<file path="src/rtl/dma_seq_pkg.sv">
package dma_seq_pkg;
  localparam int ADDR_W = 32;
  localparam int WORD_W = 32;
  localparam int XIDX_W = 15;  // word index inside one data phase
  localparam int WIDX_W = 5;   // word index inside one descriptor

  typedef enum logic [3:0] {
    ST_IDLE, ST_FETCH, ST_MRD, ST_PTX, ST_PRX, ST_MWR, ST_WEND, ST_COMPL, ST_HALT
  } seq_state_t;

  localparam logic [1:0] OP_TO_MEM   = 2'd1;
  localparam logic [1:0] OP_FROM_MEM = 2'd2;

  // ceil(bytes/4) without overflowing the 16-bit count
  function automatic logic [XIDX_W-1:0] words_of(input logic [15:0] bytes);
    logic [16:0] sum;
    sum = {1'b0, bytes} + 17'd3;
    return sum[16:2];
  endfunction

  function automatic logic [ADDR_W-1:0] word_addr(input logic [ADDR_W-1:0] base,
                                                  input logic [15:0] idx);
    return base + ADDR_W'({idx, 2'b00});
  endfunction

  function automatic seq_state_t data_entry(input logic [1:0] op,
                                            input logic [XIDX_W-1:0] words);
    if (words == '0)          return ST_WEND;
    else if (op == OP_FROM_MEM) return ST_MRD;
    else if (op == OP_TO_MEM)   return ST_PRX;
    else                        return ST_WEND;
  endfunction
endpackage

</file>
<file path="src/rtl/dma_sema_ctr.sv">
module dma_sema_ctr #(
  parameter int W = 8
) (
  input  logic         clk,
  input  logic         rst_n,
  input  logic         clr,
  input  logic         inc,
  input  logic         dec,
  output logic [W-1:0] cnt,
  output logic [W-1:0] cnt_next
);
  logic [W-1:0] step_val;

  always_comb begin
    step_val = cnt;
    case ({inc, dec})
      2'b10: if (cnt != '1) step_val = cnt + 1'b1;
      2'b01: if (cnt != '0) step_val = cnt - 1'b1;
      default: step_val = cnt;
    endcase
    cnt_next = clr ? '0 : step_val;
  end

  always_ff @(posedge clk or negedge rst_n) begin
    if (!rst_n) cnt <= '0;
    else        cnt <= cnt_next;
  end
endmodule

</file>
<file path="src/rtl/dma_addr_gen.sv">
module dma_addr_gen
  import dma_seq_pkg::*;
(
  input  logic              use_desc,
  input  logic [ADDR_W-1:0] desc_base,
  input  logic [WIDX_W-1:0] widx,
  input  logic [ADDR_W-1:0] buf_base,
  input  logic [XIDX_W-1:0] xidx,
  output logic [ADDR_W-1:0] addr
);
  always_comb begin
    if (use_desc) addr = word_addr(desc_base, 16'(widx));
    else          addr = word_addr(buf_base, 16'(xidx));
  end
endmodule

</file>
<file path="src/rtl/dma_chain_seq.sv">
module dma_chain_seq
  import dma_seq_pkg::*;
#(
  parameter int SEM_W     = 8,
  parameter int PIO_SLOTS = 16
) (
  input  logic              clk,
  input  logic              rst_n,
  input  logic              sw_addr_we,
  input  logic [ADDR_W-1:0] sw_addr,
  input  logic              sw_sema_inc,
  input  logic              sw_freeze,
  input  logic              sw_chan_rst,
  output logic [SEM_W-1:0]  sema_count,
  output logic              mem_req,
  output logic              mem_we,
  output logic [ADDR_W-1:0] mem_addr,
  output logic [WORD_W-1:0] mem_wdata,
  input  logic              mem_ack,
  input  logic              mem_err,
  input  logic [WORD_W-1:0] mem_rdata,
  output logic              pio_we,
  output logic [$clog2(PIO_SLOTS)-1:0] pio_idx,
  output logic [WORD_W-1:0] pio_data,
  output logic              tx_valid,
  output logic [WORD_W-1:0] tx_data,
  input  logic              tx_ready,
  input  logic              rx_valid,
  input  logic [WORD_W-1:0] rx_data,
  output logic              rx_ready,
  input  logic              per_end,
  input  logic              per_term,
  output logic              done_irq,
  output logic              err_irq
);
  localparam int PIO_IDX_W = $clog2(PIO_SLOTS);
  localparam logic [WIDX_W-1:0] HDR_WORDS = WIDX_W'(3);

  seq_state_t        state_q;
  logic [ADDR_W-1:0] desc_q, nxt_q, buf_q;
  logic [1:0]        op_q;
  logic              link_q, irq_q, dec_q, wend_q, halt_q, armed_q;
  logic [3:0]        npio_q;
  logic [15:0]       bytes_q;
  logic [WIDX_W-1:0] widx_q;
  logic [XIDX_W-1:0] xidx_q;
  logic [WORD_W-1:0] hold_q;
  logic [SEM_W-1:0]  sema_next;

  // named internal events
  logic run, mem_acc, evt_berr, evt_term, evt_pio, evt_compl, evt_start, fetch_last, data_last;
  logic [XIDX_W-1:0] words;

  assign run       = !sw_freeze;
  assign words     = words_of(bytes_q);
  assign mem_req   = run && (state_q == ST_FETCH || state_q == ST_MRD || state_q == ST_MWR);
  assign mem_we    = (state_q == ST_MWR);
  assign mem_wdata = hold_q;
  assign mem_acc   = mem_req && mem_ack;
  assign evt_berr  = mem_acc && mem_err;
  assign evt_term  = run && per_term && halt_q && (state_q == ST_PTX || state_q == ST_PRX);
  assign evt_pio   = mem_acc && !mem_err && (state_q == ST_FETCH) && (widx_q >= HDR_WORDS);
  assign evt_compl = run && (state_q == ST_COMPL);
  assign evt_start = run && (state_q == ST_IDLE) && !sw_addr_we && armed_q && (sema_count != '0);
  assign fetch_last = (widx_q >= WIDX_W'(2)) && (widx_q == {1'b0, npio_q} + WIDX_W'(2));
  assign data_last  = (xidx_q + XIDX_W'(1)) == words;

  assign pio_we   = evt_pio;
  assign pio_idx  = PIO_IDX_W'(widx_q - HDR_WORDS);
  assign pio_data = mem_rdata;
  assign tx_valid = run && (state_q == ST_PTX);
  assign tx_data  = hold_q;
  assign rx_ready = run && (state_q == ST_PRX);
  assign done_irq = evt_compl && irq_q;
  assign err_irq  = evt_berr || evt_term;

  dma_sema_ctr #(.W(SEM_W)) u_sema (
    .clk(clk), .rst_n(rst_n), .clr(sw_chan_rst), .inc(sw_sema_inc),
    .dec(evt_compl && dec_q), .cnt(sema_count), .cnt_next(sema_next)
  );

  dma_addr_gen u_addr (
    .use_desc(state_q == ST_FETCH), .desc_base(desc_q), .widx(widx_q),
    .buf_base(buf_q), .xidx(xidx_q), .addr(mem_addr)
  );

  always_ff @(posedge clk or negedge rst_n) begin
    if (!rst_n) begin
      state_q <= ST_IDLE;
      desc_q <= '0; nxt_q <= '0; buf_q <= '0; hold_q <= '0;
      op_q <= '0; link_q <= 1'b0; irq_q <= 1'b0; dec_q <= 1'b0;
      wend_q <= 1'b0; halt_q <= 1'b0; npio_q <= '0; bytes_q <= '0;
      widx_q <= '0; xidx_q <= '0; armed_q <= 1'b0;
    end else if (sw_chan_rst) begin
      state_q <= ST_IDLE;
      armed_q <= 1'b0;
    end else begin
      case (state_q)
        ST_IDLE: begin
          if (sw_addr_we) begin
            desc_q  <= sw_addr;
            armed_q <= 1'b1;
          end else if (evt_start) begin
            state_q <= ST_FETCH;
            widx_q  <= '0;
          end
        end
        ST_FETCH: if (mem_acc) begin
          if (mem_err) state_q <= ST_HALT;
          else begin
            case (widx_q)
              WIDX_W'(0): nxt_q <= mem_rdata;
              WIDX_W'(1): begin
                op_q   <= mem_rdata[1:0];  link_q <= mem_rdata[2];
                irq_q  <= mem_rdata[3];    dec_q  <= mem_rdata[6];
                wend_q <= mem_rdata[7];    halt_q <= mem_rdata[8];
                npio_q <= mem_rdata[15:12]; bytes_q <= mem_rdata[31:16];
              end
              WIDX_W'(2): buf_q <= mem_rdata;
              default: ;
            endcase
            if (fetch_last) begin
              xidx_q  <= '0;
              state_q <= data_entry(op_q, words);
            end else widx_q <= widx_q + 1'b1;
          end
        end
        ST_MRD: if (mem_acc) begin
          if (mem_err) state_q <= ST_HALT;
          else begin hold_q <= mem_rdata; state_q <= ST_PTX; end
        end
        ST_PTX: begin
          if (evt_term) state_q <= ST_HALT;
          else if (run && tx_ready) begin
            xidx_q  <= xidx_q + 1'b1;
            state_q <= data_last ? ST_WEND : ST_MRD;
          end
        end
        ST_PRX: begin
          if (evt_term) state_q <= ST_HALT;
          else if (run && rx_valid) begin
            hold_q  <= rx_data;
            state_q <= ST_MWR;
          end
        end
        ST_MWR: if (mem_acc) begin
          if (mem_err) state_q <= ST_HALT;
          else begin
            xidx_q  <= xidx_q + 1'b1;
            state_q <= data_last ? ST_WEND : ST_PRX;
          end
        end
        ST_WEND: if (run && (!wend_q || per_end)) state_q <= ST_COMPL;
        ST_COMPL: if (run) begin
          if (link_q) begin
            desc_q <= nxt_q;
            if (sema_next != '0) begin
              state_q <= ST_FETCH;
              widx_q  <= '0;
            end else state_q <= ST_IDLE;
          end else begin
            state_q <= ST_IDLE;
            armed_q <= 1'b0;
          end
        end
        default: state_q <= ST_HALT;
      endcase
    end
  end
endmodule

</file>
<file path="config.mk">
export PLATFORM = sky130hd
export DESIGN_NAME = dma_chain_seq
export DESIGN_NICKNAME = d
export VERILOG_FILES = /design/src/rtl/dma_seq_pkg.sv /design/src/rtl/dma_sema_ctr.sv /design/src/rtl/dma_addr_gen.sv /design/src/rtl/dma_chain_seq.sv
export SDC_FILE = /design/constraint.sdc
export NUM_CORES = 1
export LEC_CHECK = 0
export ABC_AREA = 1
export BUFFER_PORTS_ARGS = -buffer_cell sky130_fd_sc_hd__clkbuf_2
export CAP_MARGIN = 0
export CORE_MARGIN = 3
export CORE_UTILIZATION = 45
export CTS_CLUSTER_DIAMETER = 50
export DETAILED_ROUTE_END_ITERATION = 8
export PLACE_DENSITY = 0.68
export SETUP_SLACK_MARGIN = 0.2
export SYNTH_ARGS = -nofsm -noshare
export SYNTH_HDL_FRONTEND = slang
export SYNTH_SLANG_ARGS = --single-unit
export TNS_END_PERCENT = 5
</file>
<file path="constraint.sdc">
create_clock -name clk -period 3.9 [get_ports clk]
set_clock_uncertainty 0.1 [all_clocks]
set_input_delay 0.195 -clock clk [delete_from_list [all_inputs] [get_ports clk]]
set_output_delay 0.195 -clock clk [all_outputs]
set_load 0.02 [all_outputs]
</file>
==> impl_metrics.yaml <==
synth:
  yosysWarnings: 0
  syn_area_per_cell_um2: 6.96
  synth_cells: 1792
  synth-main-ff-cell: "dfrtp_1"
  ys_types: 46
  async_flop_share_pct: 100
  synth-edff-count: 0
  netlist_top_cells_area: "dfrtp_1 38%, nand2_1 16%, o21ai_0 6.9%"
  ys_ff_latch: 188
  synth.net_count: 1933
  synth_top_area_cell: "dfrtp_1"
  syn-cell-area_um2: 12500
  ys_seq_area_share_pct: 37.7
  netlist.area_leader.share_pct: 37.7
sta:
  worst_pin_slew_ps: 1170
  rsz0062_at_grt: "true"
  finalCriticalPeriod_ps: 3520
  period_share_pct: 90.2
  max_freq_ghz: 0.284
  slew_viol_final: 0
  setup_violations: 0
  relSlewSlack_pct: 21.5
  tns_ps: 0
  finalHoldViolCount: 0
  fin_ws_ps: 383
worst_hold_path:
  min_path_type: "primary input to flop"
  min_from: "rx_data[17]"
  holdPathStages: 3
power_and_ir_drop:
  internal-power_mw: 3.48
  seqPwrFrac_pct: 40.4
  p_per_area_nw_per_um2: 380
  comb_power_share_pct: 25.9
  p_clk_share_pct: 33.7
  power.leakage_nw: 7.52
  peakVddDrop_mv: 0.343
  power.net_switching_mw: 2.18
  swShare_pct: 38.6
place:
  post-place-ws_ps: 659
  dp_hpwl_um: 33300
  portBuffers: 254
  place_congestion: 0.943
setup_path:
  crit_path_start_kind: "flop"
  path_common_cell: "nand2_1"
  worst-path-max-fanout: 5
  cp_slowest_stage_delay_ps: 410
  cp.required_ps: 3610
  cpMaxStageDelayCell: "dfrtp_2"
  critPathKind: "flop to primary output"
  critical_path_arrival_ps: 3220
  cp_cell_sequence: "ha_1 > inv_1 > fa_1 > nand3b_1 > nand2_1 > nand2_1 > nand2_1 > nand3_1 > inv_1 > nand2_1 > nor2_2 > inv_1 > nor2_2 > nand2_1 > xnor2_1 > nand2_1 > nand2_1 > clkbuf_2"
  r2r_cells: 11
  crit_path_start: "widx_q[0]"
  r2r-start: "state_q[2]"
  critical_path.endpoint_type: "primary output"
die:
  dieHeight_um: 172
  initial_core_util_pct: 46.0
  dieWidth_um: 172
  ios: 255
  design.core.area_um2: 27100
  num_rows: 60
  fp.dieArea_um2: 29700
global_routing:
  grt_usage_pct: 29.6
  antenna_found_initial: 2
  grt_overflow: 0
  grt_pass1_wl_um: 67400
  use_met2_pct: 49.6
  top_usage_layer: "met2"
  use_met1_pct: 39.6
  grtUsageMet3_pct: 4.98
  grt_pass1_vias: 12100
  grt_max_degree: 95
route:
  drt_wl_total_um: 43900
  wl_per_cell_um: 18.2
  vias: 12700
  ant_nets: 0
  drtPass1Iterations: 6
  drt-initial-drc-count: 1138
  drc_errors: 0
  viasPerCell: 5.28
flow_run:
  drv_cap: 0
clock_network:
  cts_sinks: 188
  worstSkewPairLatency_ps: 460
  h-tree-depth: 4
  cts_tree: "yes"
  clk_pin_slew_worst_paths_ps: 90
  cts_root_buf: "clkbuf_16"
  cts_made_buffers: 17
  clk_path_buf_depth: 2
cells_and_area:
  nNetsFinal: 2162
  seqCellArea_um2: 4710
  final_common_cell: "nand2_1"
  multi_input_area_um2: 6360
  drive_gt1_share_pct: 16.6
  area_growth_pct: 19.4
  final_cell_mix: "525 x nand2_1, 253 x clkbuf_2, 195 x nor2_1"
  fillers: 2618
outcome:
  status: "complete, no violations"
-- critical path: cells and delay by family, from the launching register on --
kind	cells	cell delay, ps
fa+ha+maj	2	590
flops	1	410
simple gates	11	1170
xor+xnor	1	150
buf+inv	4	440
-- cell usage after synthesis, types with 3 or more instances --
cell type and n:
a21oi_1 74, a21oi_2 8, a31oi_1 39, buf_2 11, buf_4 68, clkbuf_1 38, dfrtp_1 188, ha_1 31
inv_1 181, inv_2 4, nand2_1 527, nand3_1 83, nand3_2 3, nand3b_1 9, nand4_1 29, nor2_1 198
nor3_1 20, nor4_1 9, o21ai_0 173, o21bai_1 5, o22ai_1 5, o31ai_1 4, or2_2 6, xnor2_1 19
xor2_1 31
-- power groups by stage --
stage          clock (mW)  sequential, mW  combinational [mW]
3_5_place_dp            0            2.32                1.40
2_1_floorplan           0            2.26               0.923
5_1_grt              2.01            2.31                1.62
6_report             1.91            2.29                1.47
4_1_cts              1.93            2.28                1.46
3_3_place_gp            0            2.31                1.39
-- final cells by class --
type                       instances  share of cell area [%]
multi-input combinational       1298                    42.7
sequential                       188                    31.6
antenna                            1                  0.0168
timing repair buffer             331                    13.6
clock buffer                      17                    2.86
clock inverter                    15                    1.47
inverter                         185                    4.66
tap                              372                    3.13
-- per-layer routing --
layer  share of wire [%]  up-vias
met5                   0        -
met4                 2.6        0
met3                 6.8       64
met2                  47      548
met1                  43     5905
li1                    -     6201
-- logic make-up (layout without fill, tap and decap cells) --
kind of cell	after synthesis	count (layout)	synth area share, %
fa+ha+maj	33	33	3.43
flops	188	188	37.7
simple gates	897	897	29.9
xor+xnor	50	50	3.51
mux	1	1	0.0803
buf+inv	306	548	11.5
other cells	0	1	0
compound gates	317	317	13.8
-- sequential cells by signal, indices dropped and copies added, names as in the netlist, 2 cells and up --
signal	count
xidx_q	15
mem_wdata	32
u_sema.cnt	8
buf_q	32
bytes_q	16
state_q	4
npio_q	4
op_q	2
desc_q	32
nxt_q	32
widx_q	5
-- repair_timing --
action,4_1_cts,5_1_grt
setup endpoints to repair,1,5
setup buffers,0,1
hold buffers,64,0
resized for setup,1,4
hold endpoints to repair,155,0
-- final timing paths --
| check | end | slack, ps |
|---|---|---|
| min in group asynchronous | mem_wdata[18] | 240 |
| max in group asynchronous | link_q | 2380 |
| worst max-delay path | mem_addr[30] | 380 |
| worst max register to register | desc_q[20] | 1020 |
| worst min register to register | irq_q | 390 |
| worst min-delay path | mem_wdata[17] | 4 |
-- stage by stage --
step	cell area (um2)	hold slack (ps)	std cells	total power [mW]	util (%)
floorplan	12500	-201	1792	3.18	-
global placement	13600	217	2309	3.71	50.1
detailed placement	13600	220	2309	3.72	50.1
CTS	14900	0.788	2405	5.67	54.9
global route	14900	5.31	2406	5.94	54.9
finish	14900	4.19	2407	5.67	54.9
No activity file was read; power rests on OpenSTA's default activity.
